**src/rtl/mmss_pkg.sv**
```systemverilog
// Shared types and sizes for the MM:SS countdown timer.
// Assumes four-bit BCD digits and a modulo-60 field for minutes and seconds.
package mmss_pkg;
    localparam int DIGIT_W  = 4;
    localparam int TENS_TOP = 5;
    localparam int ONES_TOP = 9;

    typedef enum logic [1:0] {
        ST_SET   = 2'd0,
        ST_RUN   = 2'd1,
        ST_ALARM = 2'd2
    } tmr_state_t;

    typedef enum logic [1:0] {
        SY_WAIT_PRESS   = 2'd0,
        SY_PULSE        = 2'd1,
        SY_WAIT_RELEASE = 2'd2
    } sync_state_t;
endpackage

```
**src/rtl/bcd_mod60.sv**
```systemverilog
// Two-digit BCD counter with an up and a down step.
// Counts 00..(TENS_TOP)(ONES_TOP) and wraps in both directions.
// Assumes inc and dec are never high together; inc wins if they are.
module bcd_mod60 #(
    parameter int W        = 4,
    parameter int TENS_TOP = 5,
    parameter int ONES_TOP = 9
) (
    input  logic         clk,
    input  logic         rst_n,
    input  logic         inc,
    input  logic         dec,
    output logic [W-1:0] tens,
    output logic [W-1:0] ones,
    output logic         at_zero
);
    localparam logic [W-1:0] T_MAX = W'(TENS_TOP);
    localparam logic [W-1:0] O_MAX = W'(ONES_TOP);

    logic [W-1:0] tens_q, ones_q;

    // Digit registers: step up or down with BCD wrap.
    always_ff @(posedge clk) begin
        if (!rst_n) begin
            tens_q <= '0;
            ones_q <= '0;
        end else if (inc) begin
            if (ones_q == O_MAX) begin
                ones_q <= '0;
                tens_q <= (tens_q == T_MAX) ? '0 : tens_q + 1'b1;
            end else begin
                ones_q <= ones_q + 1'b1;
            end
        end else if (dec) begin
            if (ones_q == '0) begin
                ones_q <= O_MAX;
                tens_q <= (tens_q == '0) ? T_MAX : tens_q - 1'b1;
            end else begin
                ones_q <= ones_q - 1'b1;
            end
        end
    end

    assign tens    = tens_q;
    assign ones    = ones_q;
    assign at_zero = (tens_q == '0) && (ones_q == '0);
endmodule

```
**src/rtl/start_sync.sv**
```systemverilog
// Three-state press detector: one-cycle pulse per press of a level button.
// Assumes the button is already synchronous to clk and debounced.
module start_sync
    import mmss_pkg::*;
(
    input  logic clk,
    input  logic rst_n,
    input  logic btn,
    output logic pulse
);
    sync_state_t st_q, st_d;

    // Next-state logic: wait for press, pulse once, wait for release.
    always_comb begin
        st_d = st_q;
        unique case (st_q)
            SY_WAIT_PRESS:   if (btn)  st_d = SY_PULSE;
            SY_PULSE:        st_d = btn ? SY_WAIT_RELEASE : SY_WAIT_PRESS;
            SY_WAIT_RELEASE: if (!btn) st_d = SY_WAIT_PRESS;
            default:         st_d = SY_WAIT_PRESS;
        endcase
    end

    // State register.
    always_ff @(posedge clk) begin
        if (!rst_n) st_q <= SY_WAIT_PRESS;
        else        st_q <= st_d;
    end

    assign pulse = (st_q == SY_PULSE);
endmodule

```
**src/rtl/mmss_ctrl.sv**
```systemverilog
// Control unit: setting, running and alarm states of the timer.
// Assumes start_pulse is one cycle wide and time_zero reflects the datapath.
module mmss_ctrl
    import mmss_pkg::*;
(
    input  logic       clk,
    input  logic       rst_n,
    input  logic       start_pulse,
    input  logic       stop,
    input  logic       time_zero,
    output tmr_state_t state
);
    tmr_state_t st_q, st_d;

    // Transitions: start from a nonzero time, alarm at zero, stop to clear.
    always_comb begin
        st_d = st_q;
        unique case (st_q)
            ST_SET:   if (start_pulse && !time_zero) st_d = ST_RUN;
            ST_RUN:   if (time_zero)                 st_d = ST_ALARM;
            ST_ALARM: if (stop)                      st_d = ST_SET;
            default:  st_d = ST_SET;
        endcase
    end

    // State register.
    always_ff @(posedge clk) begin
        if (!rst_n) st_q <= ST_SET;
        else        st_q <= st_d;
    end

    assign state = st_q;
endmodule

```
**src/rtl/mmss_timer.sv**
```systemverilog
// MM:SS countdown timer top: datapath of two BCD modulo-60 counters plus
// the control unit. Assumes tick_set and tick_run are single-cycle enables
// and all buttons are synchronous and debounced.
module mmss_timer
    import mmss_pkg::*;
(
    input  logic               clk,
    input  logic               rst_n,
    input  logic               tick_set,
    input  logic               tick_run,
    input  logic               btn_min,
    input  logic               btn_sec,
    input  logic               btn_start,
    input  logic               btn_stop,
    input  logic               tone_in,
    output logic [DIGIT_W-1:0] min_tens,
    output logic [DIGIT_W-1:0] min_ones,
    output logic [DIGIT_W-1:0] sec_tens,
    output logic [DIGIT_W-1:0] sec_ones,
    output logic               alarm_led,
    output logic               tone_out
);
    tmr_state_t state;
    logic start_pulse, sec_zero, min_zero, time_zero;
    logic step_en, in_set, in_run, run_step;
    logic sec_inc, min_inc, sec_dec, min_dec;

    start_sync i_start (
        .clk   (clk),
        .rst_n (rst_n),
        .btn   (btn_start),
        .pulse (start_pulse)
    );

    mmss_ctrl i_ctrl (
        .clk         (clk),
        .rst_n       (rst_n),
        .start_pulse (start_pulse),
        .stop        (btn_stop),
        .time_zero   (time_zero),
        .state       (state)
    );

    assign in_set = (state == ST_SET);
    assign in_run = (state == ST_RUN);

    // Tick selector: counting enable while running, setting enable otherwise.
    always_comb begin
        step_en = in_run ? tick_run : tick_set;
    end

    assign time_zero = sec_zero && min_zero;
    assign run_step  = in_run && step_en && !time_zero;
    assign sec_inc   = in_set && step_en && btn_sec;
    assign min_inc   = in_set && step_en && btn_min;
    assign sec_dec   = run_step;
    assign min_dec   = run_step && sec_zero;

    bcd_mod60 #(.W(DIGIT_W), .TENS_TOP(TENS_TOP), .ONES_TOP(ONES_TOP)) i_sec (
        .clk     (clk),
        .rst_n   (rst_n),
        .inc     (sec_inc),
        .dec     (sec_dec),
        .tens    (sec_tens),
        .ones    (sec_ones),
        .at_zero (sec_zero)
    );

    bcd_mod60 #(.W(DIGIT_W), .TENS_TOP(TENS_TOP), .ONES_TOP(ONES_TOP)) i_min (
        .clk     (clk),
        .rst_n   (rst_n),
        .inc     (min_inc),
        .dec     (min_dec),
        .tens    (min_tens),
        .ones    (min_ones),
        .at_zero (min_zero)
    );

    assign alarm_led = (state == ST_ALARM);
    assign tone_out  = alarm_led && tone_in;
endmodule

```
**config.mk**
```make
export PLATFORM = sky130hd
export DESIGN_NAME = mmss_timer
export DESIGN_NICKNAME = d
export VERILOG_FILES = /design/src/rtl/mmss_pkg.sv /design/src/rtl/bcd_mod60.sv /design/src/rtl/start_sync.sv /design/src/rtl/mmss_ctrl.sv /design/src/rtl/mmss_timer.sv
export SDC_FILE = /design/constraint.sdc
export NUM_CORES = 1
export LEC_CHECK = 0
export BUFFER_PORTS_ARGS = -buffer_cell sky130_fd_sc_hd__buf_2
export CORE_ASPECT_RATIO = 0.6
export CORE_MARGIN = 2
export CORE_UTILIZATION = 30
export CTS_BUF_LIST = sky130_fd_sc_hd__clkbuf_8 sky130_fd_sc_hd__clkbuf_16
export DETAILED_ROUTE_END_ITERATION = 10
export GPL_ROUTABILITY_DRIVEN = 0
export GPL_TIMING_DRIVEN = 0
export HOLD_SLACK_MARGIN = 0.05
export PLACE_DENSITY_LB_ADDON = 0.15
export SLEW_MARGIN = 5
export SYNTH_ARGS = -nofsm -noshare
export SYNTH_HDL_FRONTEND = slang
export SYNTH_HIERARCHICAL = 1
export SYNTH_SLANG_ARGS = --single-unit
```
**constraint.sdc**
```tcl
create_clock -name clk -period 3.1 [get_ports clk]
set_input_delay 0.31 -clock clk [delete_from_list [all_inputs] [get_ports clk]]
set_output_delay 0.31 -clock clk [all_outputs]
set_load 0.005 [all_outputs]
```
==> metrics.csv <==
metric,value,unit
outcome,finished clean,
post-route ant nets,0,
critical-path maximum fanout,10,
syn_nets,173,
Post-synth EDFFs,0,
most frequent cells in the layout,"buf_2, dfxtp_1, nand2_1",
Initial Util,0.317,
CP Capture Type,register,
Synth area leader,dfxtp_1,
RSZ-0062 raised after global routing,no,
Hold WC Path Type,primary input to register,
via count,1336,
"top cells by area, synth","dfxtp_1, nand2_1, nor2_1, nand4b_1, a21oi_1",
CTS resizes,0,
fmax,357,MHz
"most common cell after layout, fill and taps aside",buf_2,
Clock Latency Late Sink,0.26,ns
Worst setup SP type,register,
total gr overflow,0,
Mapped Area,1320,µm²
GRT Util Overall,0.139,
htree depth,1,
antenna violations before repair,0,
buffer count from post-CTS setup fixing,0,
clk root buf,clkbuf_8,
final core area utilization,0.380,
kind of critical path,register to register,
Final Non-Filler Cells,254,
vias per cell,5.26,
drt pass-1 iters,4,
DR WL/cell,13.2,µm
maximum vdd drop,0.000169,V
Cell Rows,18,
Yosys reg bits,20,
clock-pin slew on the worst setup and hold paths,0.08,ns
Area after DPL,1530,µm²
io pins,27,
first-pass GRT wire length,5.46,mm
nets@finish,204,
overall power,0.544,mW
DRC viols,0,
Post-synth ARST share,0,
Sum Neg Setup Slack,0,ns
Area Overhead vs Synth,19.7,%
Hold Crit Depth,3,
final instance area,1580,µm²
TritonCTS clock tree,yes,
"Hold Violations, Final",0,
Register-to-Register Path Depth,8,
maxcap violations,0,
Worst EP required,3.29,ns
top cell type's share of synthesized area,0.303,
"Slew Viols, Final",0,
Layout Skew,0.00200,ns
Tmin final,2.80,ns
vias in the first global route,1134,
layout cells sized above 1,0.247,
worst reg2reg setup slack,0.30,ns
die area,4970,µm²
Routed Wire Length,3.34,mm
sequential area share after synthesis,0.303,
Placeable Area,4170,µm²
IO Port Bufs,26,
Slew headroom,0.216,
Final setup viols,0,
drt initial violations,88,
P_leak,0.597,nW
Synth Instances,164,
"Primary FF master, synth",dfxtp_1,
slew of the pin with the lowest slew margin,1.16,ns
largest net degree at the start of global routing,12,
number of diodes,0,
PwrDens,344,nW/µm²
Fill cells,449,
yosys synthesis warning count,6,
syn_area_per_cell,8.06,µm²
Die Ht,55.4,µm
CTS buffer count,3,
DIE WIDTH,89.7,µm
Critical Path AT,3.00,ns
hold buffer count at CTS,0,
worst hold slack,0.289,ns
DPL Wire Length,2.49,mm
clk sinks,20,
DP Worst Slack,0.284,ns
clock buffer depth,2,
worst setup margin,0.296,ns
Yosys cell types,42,
crit share post-route,0.904,
Placed Cells incl. Taps,250,
## critical path, stage by stage (launching register included)
cell	delay [ns]
dfxtp_1	0.34
clkbuf_1	0.22
or2_2	0.35
nor4_1	0.30
nor3b_2	0.29
or4b_4	0.53
a21o_1	0.22
a2111o_1	0.35
a22oi_1	0.13
## metal layers
layer	global-route usage	vias to the layer above	part of all wire
met5	0	-	0
met4	0.0384	0	0.0096
met3	0.0433	4	0.057
met2	0.180	34	0.39
met1	0.216	618	0.54
li1	-	680	-
## cells in the mapped netlist (4+ instances only)
master and instances:
a21oi_1 8, o21ai_0 6, a21boi_0 4, inv_1 8, nor2b_1 6, dfxtp_1 20
or3_1 4, nand3_1 6, a311oi_1 4, nand2_1 16, nor3_1 5, or2_2 6
nand4b_1 5, clkbuf_1 4, nor2_1 13
## where the power goes
part,internal (mW),leakage [nW],switching [mW]
clock,0.113,0.0288,0.0939
combinational,0.0269,0.406,0.0414
sequential,0.262,0.162,0.00673
## logic make-up after synthesis
group | Yosys count | synth area share
and+or+nand+nor | 79 | 0.357
AOI/OAI and AO/OA | 46 | 0.256
DFF | 20 | 0.303
buffers and inverters | 14 | 0.0511
xor gates and xnor gates | 5 | 0.0331
## state kept, by name (all words and copies together), names as in the netlist
signal / count
i_min/tens: 4
i_ctrl/state: 2
i_min/ones: 4
i_start/st_q: 2
i_sec/ones: 4
i_sec/tens: 4
## final cells by class
cell class | count | area [µm²] | share of cell area
multi-input combinational | 130 | 853 | 0.540
tap | 60 | 75.1 | 0.0475
inverter | 8 | 30.0 | 0.0190
timing repair buffer | 26 | 130 | 0.0823
buffer | 6 | 37.5 | 0.0237
clock buffer | 4 | 55.1 | 0.0348
sequential | 20 | 400 | 0.253
## final timing paths
kind	to	startpoint
setup / recovery	i_min/tens[3]	i_sec/ones[0]
hold / removal	i_start/st_q[0]	btn_start
setup reg to reg	i_min/tens[3]	i_sec/ones[0]
hold reg to reg	i_start/st_q[0]	i_start/st_q[1]
(Power assumes the default switching activity.)
